$ cat src/rtl/gpio_bank_pkg.sv
package gpio_bank_pkg;
   localparam int ADDR_W = 8;
   localparam int DATA_W = 32;

   localparam int OWN_SET  = 'h00, OWN_CLR  = 'h04, OWN_STS  = 'h08;
   localparam int OE_SET   = 'h10, OE_CLR   = 'h14, OE_STS   = 'h18;
   localparam int FLT_SET  = 'h20, FLT_CLR  = 'h24, FLT_STS  = 'h28;
   localparam int DAT_SET  = 'h30, DAT_CLR  = 'h34, DAT_STS  = 'h38;
   localparam int PIN_STS  = 'h3C;
   localparam int MSK_SET  = 'h40, MSK_CLR  = 'h44, MSK_STS  = 'h48;
   localparam int ISR_RD   = 'h4C;
   localparam int OD_SET   = 'h50, OD_CLR   = 'h54, OD_STS   = 'h58;
   localparam int PU_CLR   = 'h60, PU_SET   = 'h64, PU_STS   = 'h68;
   localparam int SELA     = 'h70, SELB     = 'h74, SEL_STS  = 'h78;
endpackage

$ cat src/rtl/gpio_setclr_reg.sv
module gpio_setclr_reg #(
   parameter int W       = 32,
   parameter int AW      = 8,
   parameter int SET_OFF = 0,
   parameter int CLR_OFF = 4,
   parameter logic [W-1:0] RST_VAL = '0
) (
   input  logic          clk,
   input  logic          rst_n,
   input  logic          wr,
   input  logic [AW-1:0] addr,
   input  logic [W-1:0]  wdata,
   output logic [W-1:0]  q
);
   localparam logic [AW-1:0] SET_A = SET_OFF[AW-1:0];
   localparam logic [AW-1:0] CLR_A = CLR_OFF[AW-1:0];

   logic hit_set, hit_clr;
   assign hit_set = wr && (addr == SET_A);
   assign hit_clr = wr && (addr == CLR_A);

   always_ff @(posedge clk or negedge rst_n) begin
      if (!rst_n)       q <= RST_VAL;
      else if (hit_set) q <= q | wdata;
      else if (hit_clr) q <= q & ~wdata;
   end

   // written ones take effect, written zeros keep the old value
   p_set_ones_r2: assert property (@(posedge clk) disable iff (!rst_n)
      hit_set |=> ((q & $past(wdata)) == $past(wdata)));
   p_clr_ones_r2: assert property (@(posedge clk) disable iff (!rst_n)
      hit_clr |=> ((q & $past(wdata)) == '0));
   p_zero_keep_r2: assert property (@(posedge clk) disable iff (!rst_n)
      (hit_set || hit_clr) |=> ((q & ~$past(wdata)) == ($past(q) & ~$past(wdata))));
endmodule

$ cat src/rtl/gpio_in_path.sv
module gpio_in_path #(
   parameter int N           = 32,
   parameter int SYNC_STAGES = 2
) (
   input  logic         clk,
   input  logic         rst_n,
   input  logic [N-1:0] pad_in,
   input  logic [N-1:0] flt_en,
   output logic [N-1:0] level,
   output logic [N-1:0] change
);
   logic [N-1:0] sync_q [SYNC_STAGES];
   logic [N-1:0] sync_v;
   logic [N-1:0] flt_q, pend_q, prev_q;

   generate
      if (SYNC_STAGES < 1) begin : g_bad_sync
         $error("SYNC_STAGES must be at least 1");
      end
      for (genvar s = 0; s < SYNC_STAGES; s++) begin : g_sync
         always_ff @(posedge clk or negedge rst_n) begin
            if (!rst_n) sync_q[s] <= '0;
            else if (s == 0) sync_q[s] <= pad_in;
            else sync_q[s] <= sync_q[(s == 0) ? 0 : s-1];
         end
      end
   endgenerate

   assign sync_v = sync_q[SYNC_STAGES-1];

   generate
      for (genvar p = 0; p < N; p++) begin : g_flt
         always_ff @(posedge clk or negedge rst_n) begin
            if (!rst_n) begin
               flt_q[p]  <= 1'b0;
               pend_q[p] <= 1'b0;
            end else if (!flt_en[p] || sync_v[p] == flt_q[p]) begin
               flt_q[p]  <= sync_v[p];
               pend_q[p] <= 1'b0;
            end else if (pend_q[p]) begin
               flt_q[p]  <= sync_v[p];
               pend_q[p] <= 1'b0;
            end else begin
               pend_q[p] <= 1'b1;
            end
         end

         // a filtered level moves only to a value held on the previous sample
         p_flt_hold_r9: assert property (@(posedge clk) disable iff (!rst_n)
            (flt_en[p] && $past(flt_en[p]) && flt_q[p] != $past(flt_q[p]))
               |-> ($past(sync_v[p]) == flt_q[p]));
      end
   endgenerate

   assign level = (flt_en & flt_q) | (~flt_en & sync_v);

   always_ff @(posedge clk or negedge rst_n) begin
      if (!rst_n) prev_q <= '0;
      else        prev_q <= level;
   end

   assign change = level ^ prev_q;
endmodule

$ cat src/rtl/gpio_irq_latch.sv
module gpio_irq_latch #(
   parameter int N = 32
) (
   input  logic         clk,
   input  logic         rst_n,
   input  logic [N-1:0] change,
   input  logic         rd_clr,
   input  logic [N-1:0] mask,
   output logic [N-1:0] isr,
   output logic         irq
);
   always_ff @(posedge clk or negedge rst_n) begin
      if (!rst_n)      isr <= '0;
      else if (rd_clr) isr <= change;
      else             isr <= isr | change;
   end

   assign irq = |(isr & mask);

   // a change seen in the read cycle survives the clear
   p_edge_kept_r10: assert property (@(posedge clk) disable iff (!rst_n)
      (change != '0) |=> ((isr & $past(change)) == $past(change)));
   // a read with no new change empties the status
   p_read_clears_r6: assert property (@(posedge clk) disable iff (!rst_n)
      (rd_clr && change == '0) |=> (isr == '0));
   // the line is only raised by an unmasked latched bit
   p_irq_source_r7: assert property (@(posedge clk) disable iff (!rst_n)
      irq |-> (isr != '0 && mask != '0));
endmodule

$ cat src/rtl/gpio_bank_ctrl.sv
module gpio_bank_ctrl
   import gpio_bank_pkg::*;
#(
   parameter int NUM_PINS    = 32,
   parameter int SYNC_STAGES = 2
) (
   input  logic              clk,
   input  logic              rst_n,
   input  logic              bus_wr,
   input  logic              bus_rd,
   input  logic [ADDR_W-1:0] bus_addr,
   input  logic [DATA_W-1:0] bus_wdata,
   output logic [DATA_W-1:0] bus_rdata,
   input  logic [NUM_PINS-1:0] pad_in,
   output logic [NUM_PINS-1:0] pad_out,
   output logic [NUM_PINS-1:0] pad_oe,
   output logic [NUM_PINS-1:0] pad_pu,
   input  logic [NUM_PINS-1:0] per_a_out,
   input  logic [NUM_PINS-1:0] per_a_oe,
   input  logic [NUM_PINS-1:0] per_b_out,
   input  logic [NUM_PINS-1:0] per_b_oe,
   output logic              irq
);
   localparam int N = NUM_PINS;
   localparam logic [N-1:0] ONES = '1;

   generate
      if (N < 1 || N > DATA_W) begin : g_bad_width
         $error("NUM_PINS must be between 1 and the bus data width");
      end
   endgenerate

   logic [N-1:0] wd;
   assign wd = bus_wdata[N-1:0];

   logic [N-1:0] own_q, oe_q, flt_q, dat_q, msk_q, od_q, pu_q, selb_q;
   logic [N-1:0] level, change, isr;
   logic         isr_rd;

   gpio_setclr_reg #(.W(N), .AW(ADDR_W), .SET_OFF(OWN_SET), .CLR_OFF(OWN_CLR), .RST_VAL(ONES))
      u_own (.clk, .rst_n, .wr(bus_wr), .addr(bus_addr), .wdata(wd), .q(own_q));
   gpio_setclr_reg #(.W(N), .AW(ADDR_W), .SET_OFF(OE_SET), .CLR_OFF(OE_CLR), .RST_VAL('0))
      u_oe (.clk, .rst_n, .wr(bus_wr), .addr(bus_addr), .wdata(wd), .q(oe_q));
   gpio_setclr_reg #(.W(N), .AW(ADDR_W), .SET_OFF(FLT_SET), .CLR_OFF(FLT_CLR), .RST_VAL('0))
      u_flt (.clk, .rst_n, .wr(bus_wr), .addr(bus_addr), .wdata(wd), .q(flt_q));
   gpio_setclr_reg #(.W(N), .AW(ADDR_W), .SET_OFF(DAT_SET), .CLR_OFF(DAT_CLR), .RST_VAL('0))
      u_dat (.clk, .rst_n, .wr(bus_wr), .addr(bus_addr), .wdata(wd), .q(dat_q));
   gpio_setclr_reg #(.W(N), .AW(ADDR_W), .SET_OFF(MSK_SET), .CLR_OFF(MSK_CLR), .RST_VAL('0))
      u_msk (.clk, .rst_n, .wr(bus_wr), .addr(bus_addr), .wdata(wd), .q(msk_q));
   gpio_setclr_reg #(.W(N), .AW(ADDR_W), .SET_OFF(OD_SET), .CLR_OFF(OD_CLR), .RST_VAL('0))
      u_od (.clk, .rst_n, .wr(bus_wr), .addr(bus_addr), .wdata(wd), .q(od_q));
   gpio_setclr_reg #(.W(N), .AW(ADDR_W), .SET_OFF(PU_SET), .CLR_OFF(PU_CLR), .RST_VAL(ONES))
      u_pu (.clk, .rst_n, .wr(bus_wr), .addr(bus_addr), .wdata(wd), .q(pu_q));
   gpio_setclr_reg #(.W(N), .AW(ADDR_W), .SET_OFF(SELB), .CLR_OFF(SELA), .RST_VAL('0))
      u_sel (.clk, .rst_n, .wr(bus_wr), .addr(bus_addr), .wdata(wd), .q(selb_q));

   gpio_in_path #(.N(N), .SYNC_STAGES(SYNC_STAGES))
      u_in (.clk, .rst_n, .pad_in, .flt_en(flt_q), .level, .change);

   assign isr_rd = bus_rd && (bus_addr == ISR_RD[ADDR_W-1:0]);

   gpio_irq_latch #(.N(N))
      u_irq (.clk, .rst_n, .change, .rd_clr(isr_rd), .mask(msk_q), .isr, .irq);

   // pad drive: GPIO or selected peripheral, then the open-drain gate
   generate
      for (genvar p = 0; p < N; p++) begin : g_pad
         logic drv_v, drv_e;
         always_comb begin
            if (own_q[p]) begin
               drv_v = dat_q[p];
               drv_e = oe_q[p];
            end else if (selb_q[p]) begin
               drv_v = per_b_out[p];
               drv_e = per_b_oe[p];
            end else begin
               drv_v = per_a_out[p];
               drv_e = per_a_oe[p];
            end
         end
         assign pad_out[p] = drv_v & ~od_q[p];
         assign pad_oe[p]  = drv_e & ~(od_q[p] & drv_v);
      end
   endgenerate

   assign pad_pu = pu_q;

   always_comb begin
      bus_rdata = '0;
      case (bus_addr)
         OWN_STS[ADDR_W-1:0]: bus_rdata[N-1:0] = own_q;
         OE_STS[ADDR_W-1:0]:  bus_rdata[N-1:0] = oe_q;
         FLT_STS[ADDR_W-1:0]: bus_rdata[N-1:0] = flt_q;
         DAT_STS[ADDR_W-1:0]: bus_rdata[N-1:0] = dat_q;
         PIN_STS[ADDR_W-1:0]: bus_rdata[N-1:0] = level;
         MSK_STS[ADDR_W-1:0]: bus_rdata[N-1:0] = msk_q;
         ISR_RD[ADDR_W-1:0]:  bus_rdata[N-1:0] = isr;
         OD_STS[ADDR_W-1:0]:  bus_rdata[N-1:0] = od_q;
         PU_STS[ADDR_W-1:0]:  bus_rdata[N-1:0] = pu_q;
         SEL_STS[ADDR_W-1:0]: bus_rdata[N-1:0] = selb_q;
         default:             bus_rdata = '0;
      endcase
   end

   // an open-drain pin never actively drives a high level
   p_od_no_high_r8: assert property (@(posedge clk) disable iff (!rst_n)
      ((od_q & pad_oe & pad_out) == '0));
   // the pad pull-up follows the register at every edge
   p_pu_follow_r11: assert property (@(posedge clk) disable iff (!rst_n)
      (bus_wr && bus_addr == PU_CLR[ADDR_W-1:0]) |=> ((pad_pu & $past(wd)) == '0));
endmodule

$ cat config.mk
export PLATFORM = sky130hd
export DESIGN_NAME = gpio_bank_ctrl
export DESIGN_NICKNAME = d
export VERILOG_FILES = /design/src/rtl/gpio_bank_pkg.sv /design/src/rtl/gpio_setclr_reg.sv /design/src/rtl/gpio_in_path.sv /design/src/rtl/gpio_irq_latch.sv /design/src/rtl/gpio_bank_ctrl.sv
export SDC_FILE = /design/constraint.sdc
export NUM_CORES = 1
export LEC_CHECK = 0
export CORE_MARGIN = 5
export CORE_UTILIZATION = 50
export CTS_CLUSTER_SIZE = 30
export DETAILED_ROUTE_END_ITERATION = 16
export PLACE_DENSITY = 0.74
export SKIP_LAST_GASP = 1
export SYNTH_ARGS = -nofsm -noshare
export SYNTH_HDL_FRONTEND = slang
export SYNTH_HIERARCHICAL = 1
export SYNTH_SLANG_ARGS = --single-unit
$ cat constraint.sdc
create_clock -name clk -period 3.7 [get_ports clk]
set_clock_uncertainty 0.2 [all_clocks]
set_input_delay 0.37 -clock clk [delete_from_list [all_inputs] [get_ports clk]]
set_output_delay 0.37 -clock clk [all_outputs]
set_load 0.05 [all_outputs]
======== Word-level counts from Yosys, hierarchy flattened ========
Cells that the tools add are included.
cells by class
  reduce and logical (&&, ||, !) cells .... 123
  muxes and demuxes ....................... 274
  bitwise operators ....................... 184
  eq/ne operators ......................... 57
operator list
  operator                                                          count
  32-bit two-way mux                                                17
  32-bit bitwise AND                                                11
  32-bit OR                                                         10
  32-bit one-hot mux with 10 select lines                           1
  1-bit two-way mux                                                 256
  8-bit by 7-bit == test with 1-bit output (second input constant)  13
  1-bit bitwise AND                                                 96
  2-bit nonzero test                                                40
  1-bit NOT                                                         64
  32-bit NOT                                                        2
  8-bit by 6-bit == test with 1-bit output (second input constant)  7
  1-bit == test                                                     32
  1-bit zero test                                                   32
  1-bit logical OR                                                  32
  32-bit OR reduction                                               1
  32-bit bitwise XOR                                                1
  8-bit by 5-bit == test with 1-bit output (second input constant)  3
  1-bit logical AND                                                 17
  8-bit by 3-bit == test with 1-bit output (second input constant)  1
  8-bit by 4-bit == test with 1-bit output (second input constant)  1
  8-bit zero test                                                   1
storage, ports and cells
  bits in registers ....................... 448
  input port bits ......................... 204
  logic and storage cells ................. 714
  output and inout bits ................... 129

======== Logic depth before layout (Yosys ltp) ========
  depth after elaboration ................. 6
  gate-level depth with buffers ........... 8
  mapped depth without buffers ............ 5

======== By module ========
Netlist, hierarchy kept.
by module, submodules not included
  module                        sequential area each (um^2)  cells an instance  times used  area each (um^2)
  gpio_in_path                  4,003.8                      352                1           6,025.8
  gpio_bank_ctrl                0.0                          619                1           4,294.1
  gpio_setclr_reg at u_flt ...  800.8                        139                2           1,627.8
  gpio_setclr_reg at u_own      840.8                        139                1           1,715.4
  gpio_setclr_reg at u_od       800.8                        140                1           1,697.9
  gpio_setclr_reg at u_sel      800.8                        109                1           1,697.9
  gpio_setclr_reg at u_msk      800.8                        140                1           1,599.0
  gpio_setclr_reg at u_dat      800.8                        140                1           1,536.5
  gpio_setclr_reg at u_pu       840.8                        108                1           1,520.2
  gpio_irq_latch                800.8                        89                 1           1,219.9

======== Least setup slack after synthesis ========
OpenSTA, ideal clock, no wires.
  path type ............................... input to output
  start ................................... in bus_addr[1]
  end ..................................... out bus_rdata[30]
  stages .................................. 5
  slack ................................... 750 ps
  buffers on the path ..................... 2
  data arrival time ....................... 2,380 ps
  data required time ...................... 3,130 ps
  path through ............................ or4b_1 buf_6 buf_6 or3_1 o221ai_1
on the way
  cells in the longest elaborated chain, start to end .. 2
  elaborated cells on any way between the ends .. 11
  classes of those cells .................. eq/ne: 10; mux: 1
ends and longest elaborated chain
  item                                                                    RTL line              text
  start: declaration                                                      gpio_bank_ctrl.sv:11  input logic [ADDR_W-1:0] bus_addr,
  8-bit by 7-bit == test with 1-bit output, or another cell as far along  gpio_bank_ctrl.sv:90  case (bus_addr)
  32-bit one-hot mux with 10 select lines (*)                             gpio_bank_ctrl.sv:90
  end: declaration                                                        gpio_bank_ctrl.sv:13  output logic [DATA_W-1:0] bus_rdata,
Every way passes the cells marked *; elsewhere a longest branch is shown, timed or not.

======== Worst setup path after layout ========
  start ................................... reg u_irq.isr[10]
  end ..................................... out irq
on the way
  cells in the longest elaborated chain, start to end .. 2
ends and longest elaborated chain
  item                      RTL line              text
  start: declaration        gpio_irq_latch.sv:9   output logic [N-1:0] isr,
  start signal: assignment  gpio_irq_latch.sv:14  else if (rd_clr) isr <= change;
  start signal: assignment  gpio_irq_latch.sv:15  else isr <= isr | change;
  32-bit bitwise AND        gpio_irq_latch.sv:18  assign irq = |(isr & mask);
  32-bit OR reduction       gpio_irq_latch.sv:18
  end: declaration          gpio_bank_ctrl.sv:22  output logic irq
Every way passes these cells.

==> impl_metrics.tcl <==
set metrics [dict create \
    layout_commonest_cell "dfrtp_1" \
    leakage_nw 14.57 \
    synthToLayoutAreaGrowth_pct 24.93 \
    track_usage_pct 29.74 \
    start_util_pct 50.39 \
    crit_path_end_kind "output port" \
    clock_sinks 448 \
    setup_slack_ns 0.1074 \
    worst_slew_pin_slew_ns 1.123 \
    grt_pass1_wl_um 122400 \
    cts_buffers 49 \
    path_max_fanout 3 \
    die_width_um 231.6 \
    crit_required_ns 3.13 \
    ios 333 \
    yosysWarnings 6 \
    ys_ff_latch 448 \
    drtAntennaViolNets 0 \
    avgViaCountPerCell 6.020 \
    yosysSeqAreaShare_pct 45.97 \
    syn_inst 2114 \
    rsz0062_at_grt "no" \
    die_y_um 231.6 \
    clk_latency_ns 0.59 \
    clk_path_buf_depth 3 \
    vdd_drop_max_v 0.0003162 \
    p_per_area_mw_per_mm2 475.3 \
    fp-row-count 81 \
    drive_gt1_share_pct 24.55 \
    grt_max_degree 209 \
    port_buffers 332 \
    postLayoutCoreUtil_pct 62.95 \
    fmax_mhz 278.4 \
    vias 19060 \
    wl_um 82340 \
    min_path_type "primary input to flop" \
    cts_max_level 2 \
    num-fill-cells 3773 \
    dr.pass1.iters 6 \
    finalSetupTns_ns 0 \
    fin_crit_sh_pct 97.10 \
    cts_tree "yes" \
    antenna_found_initial 6 \
    status "completed" \
    root_buffer "clkbuf_16" \
    syn-num-nets 2318 \
    crit_start "u_irq/isr[10]$_DFF_PN0_" \
    grt-ovfl-total 0 \
    startpoint_type "flop" \
    synth_area_mm2 0.02456 \
    drv_cap 0 \
    hp-start "pad_in[22]" \
    final_nets 2661 \
    final_cell_mix "384 x dfrtp_1, 302 x mux2i_1, 295 x clkdlybuf4s50_1" \
    core-area_mm2 0.04875 \
    drtIter0Drc 2230 \
    hold_slack_ns 0.01997 \
    clk_pin_slew_ns 0.06 \
    cts_resized 0 \
    hpwl_um 57260 \
    slew_headroom_pct 25.14 \
    drc 0 \
    critPathKind "flop to output port" \
    synthFlopType "dfrtp_1" \
    grt_pass1_vias 19140 \
    wl_per_cell_um 26.01 \
    hold_viol 0 \
    min_period_ns 3.593 \
    cp_data_arrival_time_ns 3.02 \
    place_congestion 0.9591 \
    die_area_mm2 0.05366 \
    synth_area_per_cell_um2 11.62 \
    synth_cell_types 71 \
    async_reset_ff_share_pct 100.0 \
    synth-edff-count 0 \
    slew_violations 0 \
    setup_viol 0 \
    post-place-ws_ns 0.0008513 \
]
[metal layers]
layer / vias to the layer above / share of wire (%) / track usage (%)
met2: 1102 / 46 / 46.18
met3: 203 / 10 / 6.468
li1: 8172 / - / -
met1: 9579 / 41 / 41.40
met4: 2 / 3.6 / 10.89
met5: - / 0.016 / 0
[final timing paths]
path                                                    to  slack [ns]  cells past startpoint
worst max-delay path                                   irq        0.11                      4
worst min-delay path             u_in/sync_q[54]$_DFF_PN0_        0.02                      1
worst max register to register      u_irq/isr[4]$_DFF_PN0_        2.13                      3
worst min register to register   u_in/sync_v[21]$_DFF_PN0_        0.15                      0
max in group asynchronous       asynchronous set/reset pin        2.08                      3
min in group asynchronous        u_in/pend_q[27]$_DFF_PN0_        0.16                      2
[cells by family after synthesis]
logic type | Yosys count | share of synthesized area, %
buf+inv | 320 | 6.699
mux | 454 | 20.39
flops | 448 | 45.97
compound gates | 320 | 8.955
xor+xnor | 64 | 2.282
simple gates | 508 | 15.70
[area by class of cell]
| class | instances | area [um2] | share of cell area, % |
|---|---|---|---|
| Antenna cell | 5 | 12.51 | 0.04077 |
| Clock buffer | 70 | 1426 | 4.648 |
| Clock inverter | 21 | 255.2 | 0.8318 |
| Inverter | 195 | 732.0 | 2.385 |
| Multi-Input combinational cell | 1346 | 11710 | 38.15 |
| Sequential cell | 448 | 11290 | 36.79 |
| Tap cell | 664 | 830.8 | 2.707 |
| Timing Repair Buffer | 417 | 4433 | 14.45 |
[critical path: stages, from the launching register on]
cell and delay [ns]:
dfrtp_1 0.41, a22oi_1 0.44, nand4_1 0.25, or4_1 0.56, clkdlybuf4s50_1 0.76
[per-stage QoR]
step | total power, mW | std cells | cell area, um2
finish | 14.59 | 3166 | 30690
global placement | 9.366 | 3055 | 28850
global route | 15.13 | 3166 | 30690
floorplan | 8.283 | 2114 | 24560
CTS | 14.63 | 3159 | 30660
detailed placement | 9.511 | 3055 | 28850
[where the power goes]
group,leakage (nW),internal [mW],switching (mW),total (mW)
Sequential,4.73,5.63,0.598,6.23
Combinational,9.02,1.60,1.65,3.26
Clock,0.822,3.04,2.06,5.10
Total,14.6,10.3,4.32,14.6
[synth_stat cells (4+ instances only)]
library cell  number  area share [%]
a2111o_1           4            0.18
a21o_1            31            0.95
a21oi_1           82             1.7
a222oi_1          12            0.49
a22o_1            29             1.0
a22oi_1           62             1.9
and2_1            33            0.84
and3_1             5            0.13
buf_2             16            0.33
buf_4              5            0.15
buf_6             45             2.1
clkbuf_1          49            0.75
dfrtp_1          384              39
dfstp_2           64             6.8
inv_1            194             3.0
mux2_2            77             3.5
mux2_4            73             4.5
mux2i_1          302              12
nand2_1           40            0.61
nand2b_1           4            0.10
nand3_1          112             2.3
nand3_2          150             6.1
nand4_1            8            0.20
nor2_1            48            0.73
nor2b_1           34            0.87
nor2b_4           30             1.7
nor3_1             8            0.16
nor4b_4            8            0.77
nor4bb_1           4            0.16
o211ai_1          12            0.37
o21ai_0           34            0.69
o21ai_1           10            0.20
o221ai_1           4            0.14
o22a_1             4            0.14
o22ai_1           11            0.28
o2bb2ai_1         12            0.43
xor2_1            62             2.2
[repair_timing]
action                                 CTS  global route
setup endpoints to repair                1             1
pin swaps                                1             1
hold buffers                            13             0
setup buffers                            0             2
endpoints found under the hold margin   80             0
(Power assumes the default switching activity.)
